File: src/rtl/lsag_pkg.sv
package lsag_pkg;
  localparam int XLEN      = 32;
  localparam int RIDX_W    = 5;
  localparam int MAX_WORDS = 4;
  localparam int BEAT_W    = $clog2(MAX_WORDS);
  localparam int OFF_W     = 16;

  localparam logic [5:0] OPC_LDB_X  = 6'h00;
  localparam logic [5:0] OPC_LDB_I  = 6'h01;
  localparam logic [5:0] OPC_STB    = 6'h03;
  localparam logic [5:0] OPC_LDHW_X = 6'h04;
  localparam logic [5:0] OPC_LDHW_I = 6'h05;
  localparam logic [5:0] OPC_STHW   = 6'h07;
  localparam logic [5:0] OPC_FLD_X  = 6'h08;
  localparam logic [5:0] OPC_FLD_I  = 6'h09;
  localparam logic [5:0] OPC_FST_X  = 6'h0A;
  localparam logic [5:0] OPC_FST_I  = 6'h0B;

  typedef enum logic [1:0] {SZ_BYTE, SZ_HALF, SZ_WORD} acc_size_e;

  typedef struct packed {
    logic              legal;
    logic              store;
    logic              fp;
    logic              indexed;
    logic              autoinc;
    logic              sext;
    acc_size_e         size;
    logic [BEAT_W-1:0] last_beat;
    logic [OFF_W-1:0]  offset;
    logic [RIDX_W-1:0] data_idx;
    logic [RIDX_W-1:0] base_idx;
    logic [RIDX_W-1:0] index_idx;
  } lsag_op_t;
endpackage

File: src/rtl/lsag_decode.sv
module lsag_decode
  import lsag_pkg::*;
(
  input  logic [31:0] instr,
  output lsag_op_t    op
);
  logic [5:0]       opc;
  logic [OFF_W-1:0] imm;
  logic [OFF_W-1:0] soff;

  assign opc  = instr[31:26];
  assign imm  = instr[15:0];
  assign soff = {instr[20:16], instr[10:0]};

  always_comb begin
    op           = '0;
    op.base_idx  = instr[25:21];
    op.index_idx = instr[15:11];
    op.data_idx  = instr[20:16];
    op.size      = SZ_WORD;
    case (opc)
      OPC_LDB_X, OPC_LDB_I: begin
        op.legal   = 1'b1;
        op.indexed = ~opc[0];
        op.size    = SZ_BYTE;
        op.sext    = 1'b1;
        op.offset  = imm;
      end
      OPC_LDHW_X, OPC_LDHW_I: begin
        op.legal   = 1'b1;
        op.indexed = ~opc[0];
        op.size    = instr[0] ? SZ_WORD : SZ_HALF;
        op.sext    = ~instr[0];
        op.offset  = instr[0] ? {imm[15:2], 2'b00} : {imm[15:1], 1'b0};
      end
      OPC_STB: begin
        op.legal    = 1'b1;
        op.store    = 1'b1;
        op.size     = SZ_BYTE;
        op.offset   = soff;
        op.data_idx = instr[15:11];
      end
      OPC_STHW: begin
        op.legal    = 1'b1;
        op.store    = 1'b1;
        op.size     = soff[0] ? SZ_WORD : SZ_HALF;
        op.offset   = soff[0] ? {soff[15:2], 2'b00} : {soff[15:1], 1'b0};
        op.data_idx = instr[15:11];
      end
      OPC_FLD_X, OPC_FLD_I, OPC_FST_X, OPC_FST_I: begin
        op.legal   = 1'b1;
        op.fp      = 1'b1;
        op.store   = opc[1];
        op.indexed = ~opc[0];
        op.autoinc = instr[0];
        op.size    = SZ_WORD;
        if (instr[1]) begin
          op.last_beat = BEAT_W'(0);
          op.offset    = {imm[15:2], 2'b00};
        end else if (instr[2]) begin
          op.last_beat = BEAT_W'(3);
          op.offset    = {imm[15:4], 4'b0000};
        end else begin
          op.last_beat = BEAT_W'(1);
          op.offset    = {imm[15:3], 3'b000};
        end
        op.data_idx = instr[20:16] & ~RIDX_W'(op.last_beat);
      end
      default: op.legal = 1'b0;
    endcase
  end
endmodule

File: src/rtl/lsag_lanes.sv
module lsag_lanes
  import lsag_pkg::*;
#(
  parameter  int DATA_W = XLEN,
  localparam int NBYTES = DATA_W / 8,
  localparam int LANE_W = $clog2(NBYTES)
) (
  input  acc_size_e           size,
  input  logic [LANE_W-1:0]   addr_lo,
  input  logic                sext,
  input  logic [DATA_W-1:0]   st_word,
  input  logic [DATA_W-1:0]   ld_word,
  output logic [NBYTES-1:0]   be,
  output logic [DATA_W-1:0]   wdata,
  output logic [DATA_W-1:0]   ld_val
);
  for (genvar i = 0; i < NBYTES; i++) begin : g_lane
    assign be[i] = (size == SZ_BYTE) ? (addr_lo == LANE_W'(i)) :
                   (size == SZ_HALF) ? (addr_lo[LANE_W-1:1] == (LANE_W-1)'(i / 2)) :
                   1'b1;
    assign wdata[8*i +: 8] = (size == SZ_BYTE) ? st_word[7:0] :
                             (size == SZ_HALF) ? st_word[8*(i%2) +: 8] :
                             st_word[8*i +: 8];
  end

  logic [7:0]  ld_b;
  logic [15:0] ld_h;
  assign ld_b = ld_word[8*addr_lo +: 8];
  assign ld_h = ld_word[16*addr_lo[LANE_W-1:1] +: 16];

  always_comb begin
    case (size)
      SZ_BYTE: ld_val = {{(DATA_W-8){sext & ld_b[7]}}, ld_b};
      SZ_HALF: ld_val = {{(DATA_W-16){sext & ld_h[15]}}, ld_h};
      default: ld_val = ld_word;
    endcase
  end
endmodule

File: src/rtl/lsag_beats.sv
module lsag_beats #(
  parameter int BEAT_W = 2
) (
  input  logic              clk,
  input  logic              rst_n,
  input  logic              start,
  input  logic [BEAT_W-1:0] last_in,
  input  logic              mem_ready,
  output logic              busy,
  output logic [BEAT_W-1:0] beat
);
  logic              busy_q, busy_d;
  logic [BEAT_W-1:0] beat_q, beat_d;
  logic [BEAT_W-1:0] last_q, last_d;

  always_comb begin
    busy_d = busy_q;
    beat_d = beat_q;
    last_d = last_q;
    if (start) begin
      busy_d = 1'b1;
      beat_d = '0;
      last_d = last_in;
    end else if (busy_q && mem_ready) begin
      if (beat_q == last_q) busy_d = 1'b0;
      else                  beat_d = beat_q + BEAT_W'(1);
    end
  end

  always_ff @(posedge clk or negedge rst_n) begin
    if (!rst_n) begin
      busy_q <= 1'b0;
      beat_q <= '0;
      last_q <= '0;
    end else begin
      busy_q <= busy_d;
      beat_q <= beat_d;
      last_q <= last_d;
    end
  end

  assign busy = busy_q;
  assign beat = beat_q;
endmodule

File: src/rtl/lsag_top.sv
module lsag_top
  import lsag_pkg::*;
(
  input  logic              clk,
  input  logic              rst_n,
  input  logic              instr_valid,
  input  logic [31:0]       instr_word,
  output logic              instr_ready,
  output logic [RIDX_W-1:0] rf_a_idx,
  input  logic [XLEN-1:0]   rf_a_data,
  output logic [RIDX_W-1:0] rf_b_idx,
  input  logic [XLEN-1:0]   rf_b_data,
  output logic [RIDX_W-1:0] fp_rd_idx,
  input  logic [XLEN-1:0]   fp_rd_data,
  output logic              mem_req,
  output logic              mem_we,
  output logic [XLEN-1:0]   mem_addr,
  output logic [XLEN/8-1:0] mem_be,
  output logic [XLEN-1:0]   mem_wdata,
  input  logic              mem_ready,
  input  logic [XLEN-1:0]   mem_rdata,
  output logic              ld_valid,
  output logic              ld_fp,
  output logic [RIDX_W-1:0] ld_idx,
  output logic [XLEN-1:0]   ld_data,
  output logic              wb_valid,
  output logic [RIDX_W-1:0] wb_idx,
  output logic [XLEN-1:0]   wb_data
);
  localparam int LANE_W = $clog2(XLEN / 8);

  // reset: asserted asynchronously, released on the clock
  logic [1:0] rst_sync_q;
  logic       rst_int_n;
  always_ff @(posedge clk or negedge rst_n) begin
    if (!rst_n) rst_sync_q <= 2'b00;
    else        rst_sync_q <= {rst_sync_q[0], 1'b1};
  end
  assign rst_int_n = rst_sync_q[1];

  // decode and effective address
  lsag_op_t        dec;
  logic [XLEN-1:0] off_ext;
  logic [XLEN-1:0] ea_calc;
  logic            busy;
  logic [BEAT_W-1:0] beat;
  logic            accept;
  logic            start;

  lsag_decode u_dec (
    .instr (instr_word),
    .op    (dec)
  );

  assign rf_a_idx = dec.base_idx;
  assign rf_b_idx = dec.index_idx;
  assign off_ext  = {{(XLEN-OFF_W){dec.offset[OFF_W-1]}}, dec.offset};
  assign ea_calc  = rf_a_data + (dec.indexed ? rf_b_data : off_ext);

  assign instr_ready = ~busy;
  assign accept      = instr_valid & instr_ready;
  assign start       = accept & dec.legal;

  // captured access state
  logic [XLEN-1:0]   ea_q, ea_d;
  logic [XLEN-1:0]   sdata_q, sdata_d;
  logic [RIDX_W-1:0] didx_q, didx_d;
  acc_size_e         size_q, size_d;
  logic              store_q, store_d;
  logic              fp_q, fp_d;
  logic              sext_q, sext_d;
  logic              wbv_q, wbv_d;
  logic [RIDX_W-1:0] wbi_q, wbi_d;
  logic [XLEN-1:0]   wbd_q, wbd_d;

  always_comb begin
    ea_d    = ea_q;
    sdata_d = sdata_q;
    didx_d  = didx_q;
    size_d  = size_q;
    store_d = store_q;
    fp_d    = fp_q;
    sext_d  = sext_q;
    wbi_d   = wbi_q;
    wbd_d   = wbd_q;
    wbv_d   = start & dec.autoinc;
    if (start) begin
      ea_d    = ea_calc;
      sdata_d = rf_b_data;
      didx_d  = dec.data_idx;
      size_d  = dec.size;
      store_d = dec.store;
      fp_d    = dec.fp;
      sext_d  = dec.sext;
      wbi_d   = dec.base_idx;
      wbd_d   = ea_calc;
    end
  end

  always_ff @(posedge clk or negedge rst_int_n) begin
    if (!rst_int_n) begin
      ea_q    <= '0;
      sdata_q <= '0;
      didx_q  <= '0;
      size_q  <= SZ_WORD;
      store_q <= 1'b0;
      fp_q    <= 1'b0;
      sext_q  <= 1'b0;
      wbv_q   <= 1'b0;
      wbi_q   <= '0;
      wbd_q   <= '0;
    end else begin
      ea_q    <= ea_d;
      sdata_q <= sdata_d;
      didx_q  <= didx_d;
      size_q  <= size_d;
      store_q <= store_d;
      fp_q    <= fp_d;
      sext_q  <= sext_d;
      wbv_q   <= wbv_d;
      wbi_q   <= wbi_d;
      wbd_q   <= wbd_d;
    end
  end

  lsag_beats #(.BEAT_W(BEAT_W)) u_seq (
    .clk       (clk),
    .rst_n     (rst_int_n),
    .start     (start),
    .last_in   (dec.last_beat),
    .mem_ready (mem_ready),
    .busy      (busy),
    .beat      (beat)
  );

  // beat datapath
  logic [XLEN-1:0]   beat_addr;
  logic [RIDX_W-1:0] beat_idx;
  logic [XLEN-1:0]   st_word;
  logic [XLEN-1:0]   ld_val;

  assign beat_addr = ea_q + {{(XLEN-BEAT_W-2){1'b0}}, beat, 2'b00};
  assign beat_idx  = didx_q | {{(RIDX_W-BEAT_W){1'b0}}, beat};
  assign st_word   = fp_q ? fp_rd_data : sdata_q;

  lsag_lanes #(.DATA_W(XLEN)) u_lanes (
    .size    (size_q),
    .addr_lo (beat_addr[LANE_W-1:0]),
    .sext    (sext_q),
    .st_word (st_word),
    .ld_word (mem_rdata),
    .be      (mem_be),
    .wdata   (mem_wdata),
    .ld_val  (ld_val)
  );

  assign fp_rd_idx = beat_idx;
  assign mem_req   = busy;
  assign mem_we    = store_q;
  assign mem_addr  = beat_addr;

  assign ld_valid  = busy & mem_ready & ~store_q;
  assign ld_fp     = fp_q;
  assign ld_idx    = fp_q ? beat_idx : didx_q;
  assign ld_data   = ld_val;

  assign wb_valid  = wbv_q;
  assign wb_idx    = wbi_q;
  assign wb_data   = wbd_q;
endmodule

File: config.mk
export PLATFORM = sky130hd
export DESIGN_NAME = lsag_top
export DESIGN_NICKNAME = d
export VERILOG_FILES = /design/src/rtl/lsag_pkg.sv /design/src/rtl/lsag_decode.sv /design/src/rtl/lsag_lanes.sv /design/src/rtl/lsag_beats.sv /design/src/rtl/lsag_top.sv
export SDC_FILE = /design/constraint.sdc
export NUM_CORES = 1
export LEC_CHECK = 0
export ABC_CLOCK_PERIOD_IN_PS = 3500
export BUFFER_PORTS_ARGS = -buffer_cell sky130_fd_sc_hd__buf_2
export CAP_MARGIN = 30
export CORE_ASPECT_RATIO = 0.9
export CORE_MARGIN = 10
export CORE_UTILIZATION = 40
export DETAILED_ROUTE_END_ITERATION = 8
export PLACE_DENSITY = 0.68
export SYNTH_ARGS = -nofsm -noshare
export SYNTH_HDL_FRONTEND = slang
export SYNTH_HIERARCHICAL = 1
export SYNTH_SLANG_ARGS = --single-unit
File: constraint.sdc
create_clock -name clk -period 3.5 [get_ports clk]
set_clock_uncertainty 0.1 [all_clocks]
set_input_delay 0 -clock clk [delete_from_list [all_inputs] [get_ports clk]]
set_output_delay 0 -clock clk [all_outputs]
set_load 0.1 [all_outputs]
==> summary.txt <==
Drt drc: 0
Post-CTS Resized: 0
PwrDens: 694 nW/um2
Die width: 171 um
Most frequent cells in the layout: 326 x buf_2, 272 x nand2_1, 85 x dfrtp_1
Worst-Skew Late Latency: 0.36 ns
Final Hold Viols: 0
Yosys reg bits: 87
Mapped Cells: 1023
Avg WL per Cell: 20.2 um
Slew Limit Fails: 0
Total CTS buffers: 9
Die ar.: 26800 um2
I/O pin count: 327
Post-CTS setup buffers: 0
CP Capture Type: flip-flop
Htree depth: 3
Initial antenna violation count: 2
Port buffer count: 326
Max-Cap Viols: 0
Post-Synth XOR/XNOR Area: 0.0499
GRT Residual Overflow: 0
Max Freq: 303 MHz
Post-Syn Area per Cell: 8.07 um2
CTS tree: built
Synth Cell Area: 8260 um2
Inst Count DP: 1589
Yosys top cell by area: dfrtp_1
Total GRT Usage: 0.237
Distinct cell type count after synthesis: 86
Number of global-route vias before repair: 8974
Mux cell area share after synthesis: 0.116
Worst setup margin: 0.197 ns
First-pass GRT wire length: 50.7 mm
Maximum VDD drop: 0.452 mV
Hold_ws: 0.0120 ns
Outcome: finished clean
Synth top area share: 0.261
Largest family of logic cells by synthesized area: simple AND/OR/NAND/NOR gates
Total Power: 0.00782 W
Worst-path clk slew: 0.07 ns
Initial Util: 0.411
Commonest non-fill, non-tap cell in the layout: buf_2
Post-synthesis sequential area ratio: 0.264
Vias per Instance: 5.46
Post-route insts no fill: 1664
Root Buffer: clkbuf_16
Routed via count: 9082
Crit-path max FO: 8
Post-synth EDFFs: 0
Compound-Gate Fraction of Synth Area: 0.191
Dominant synthesized flop cell: dfrtp_1
Row cnt: 49
DRT iter0 DRCs: 737
Relative slew margins: 0.487
Async SR Flop Fraction: 1.00
Unrepaired setup endpoints after global routing: false
Worst slew pin tran: 0.768 ns
Worst min path class: input pin to flip-flop
Pre-antenna DRT Iters: 5
Area Overhead vs Synth: 36.6%
Post-route ant nets: 0
Chip Height: 156 um
Final setup fails: 0
Synthesis Warnings: 6
Pleak: 5.83 nW
Crit path required time: 3.69 ns
Largest net degree at the start of global routing: 69
CP Data Arrival Time: 3.49 ns
Placer Congestion: 0.923
Layout cell share with drive strength beyond 1: 0.379
Place WS: -0.0475 ns
Net Count, Synth: 1222
Period utilisation layout: 0.944
Fin util: 0.561
Wirelength, routed: 33.6 mm
Crit start category: input pin
Area share of fa/ha/maj cells after synthesis: 0.0549
Tmin final: 3.30 ns
Clk buf depth: 2
Clock Sinks: 87
Synth area leaders: dfrtp_1 26%, nand2_1 12%, mux2_2 8.0%
Core area: 20100 um2
Post-Synth Simple-Gate Area: 0.254
Placed wire-length estimate: 27.0 mm
Crit Path Class: input pin to flip-flop
Final nets: 1602
-- cells in the mapped netlist, types with 4 or more instances --
cell and number:
a211oi_1 9, a21o_1 16, a21oi_1 31, a22o_1 5
a22oi_1 9, a311o_1 5, and2_1 17, and3_1 12
and4_1 4, buf_1 5, buf_2 10, buf_4 26
buf_6 7, clkbuf_1 33, dfrtp_1 86, ha_1 33
inv_1 28, mux2_2 59, mux2_4 9, mux2i_1 10
nand2_1 272, nand2b_1 5, nand3_1 29, nand4_1 12
nand4b_1 7, nor2_1 25, nor2b_1 24, nor3_1 9
nor3b_1 5, nor4_1 4, o211ai_1 11, o21a_1 5
o21ai_0 33, o21ai_1 9, o21bai_1 5, o221ai_1 15
o22ai_1 15, o31ai_1 5, or2_2 5, xnor2_1 32
xor2_1 15
-- cell families (layout without fill, tap and decap cells) --
group,Yosys count,in the layout
flip-flops,87,87
XOR/XNOR,47,47
other,1,2
multiplexers,82,82
AO/OA/AOI/OAI,213,213
adder cells (fa/ha/maj),35,35
AND/OR/NAND/NOR,447,447
buffers and inverters,111,496
-- state kept, by name, summed over array words and instances, names as in the netlist, 2 cells and up --
signal	count
size_q	2
rst_sync_q	2
wb_idx	5
sdata_q	32
u_seq/beat	2
ea_q	32
u_seq/last_q	2
didx_q	5
-- stage by stage --
stage / area [um2] / setup TNS [ns]
after floorplan: 8390 / -1.02
after detailed placement: 10400 / -0.208
after global placement: 10400 / -0.0370
after global routing: 11300 / 0
final: 11300 / 0
after CTS: 11200 / 0
-- report_power, final --
part / switching [W] / internal, W / leakage, nW / total, W
Clock: 0.000462 / 0.000497 / 0.135 / 0.000960
Combinational: 0.00436 / 0.00104 / 4.60 / 0.00539
Sequential: 0.000260 / 0.00121 / 1.10 / 0.00147
Total: 0.00508 / 0.00274 / 5.83 / 0.00782
-- cell type report --
class	instances	area, um2
antenna	1	2.50
tap	255	319
multi-input combinational	825	5650
timing repair buffer	450	2730
clock inverter	7	61.3
inverter	30	113
fill	1919	8840
clock buffer	9	225
sequential	87	2180
-- final timing paths --
kind | startpoint | endpoint | slack (ns) | cells after the start
setup / recovery | instr_word[28] | ea_q[25] | 0.20 | 13
hold / removal | rf_a_data[1] | ea_q[1] | 0.01 | 4
setup reg to reg | u_seq/busy | ea_q[19] | 1.55 | 7
hold reg to reg | rst_sync_q[1] | sdata_q[3] | 0.02 | 0
max in group asynchronous | rst_sync_q[1] | ea_q[8] | 2.50 | 2
min in group asynchronous | rst_sync_q[1] | sdata_q[3] | 0.02 | 0
-- metal layers --
layer,up-vias,routed length [um],global-route usage
met1,4290,14300,0.305
met2,405,15700,0.384
met5,-,0,0
met3,46,2840,0.0639
met4,0,771,0.0637
li1,4341,-,-
-- repair_timing --
action                                  CTS  global route
endpoints found under the hold margin    54             0
hold buffers                             57             0
endpoints found under the setup margin    0             3
-- worst max-delay path, cell delays in order --
cell and delay (ns):
buf_2 0.11, dlygate4sd3_1 0.55, buf_4 0.17, a2111oi_4 0.54, and2_1 0.21, mux2_2 0.15
ha_1 0.27, a21oi_2 0.27, o211ai_2 0.21, a211oi_1 0.37, o21ai_2 0.19, a311o_1 0.34
nand3_1 0.08
(Power assumes the default switching activity.)
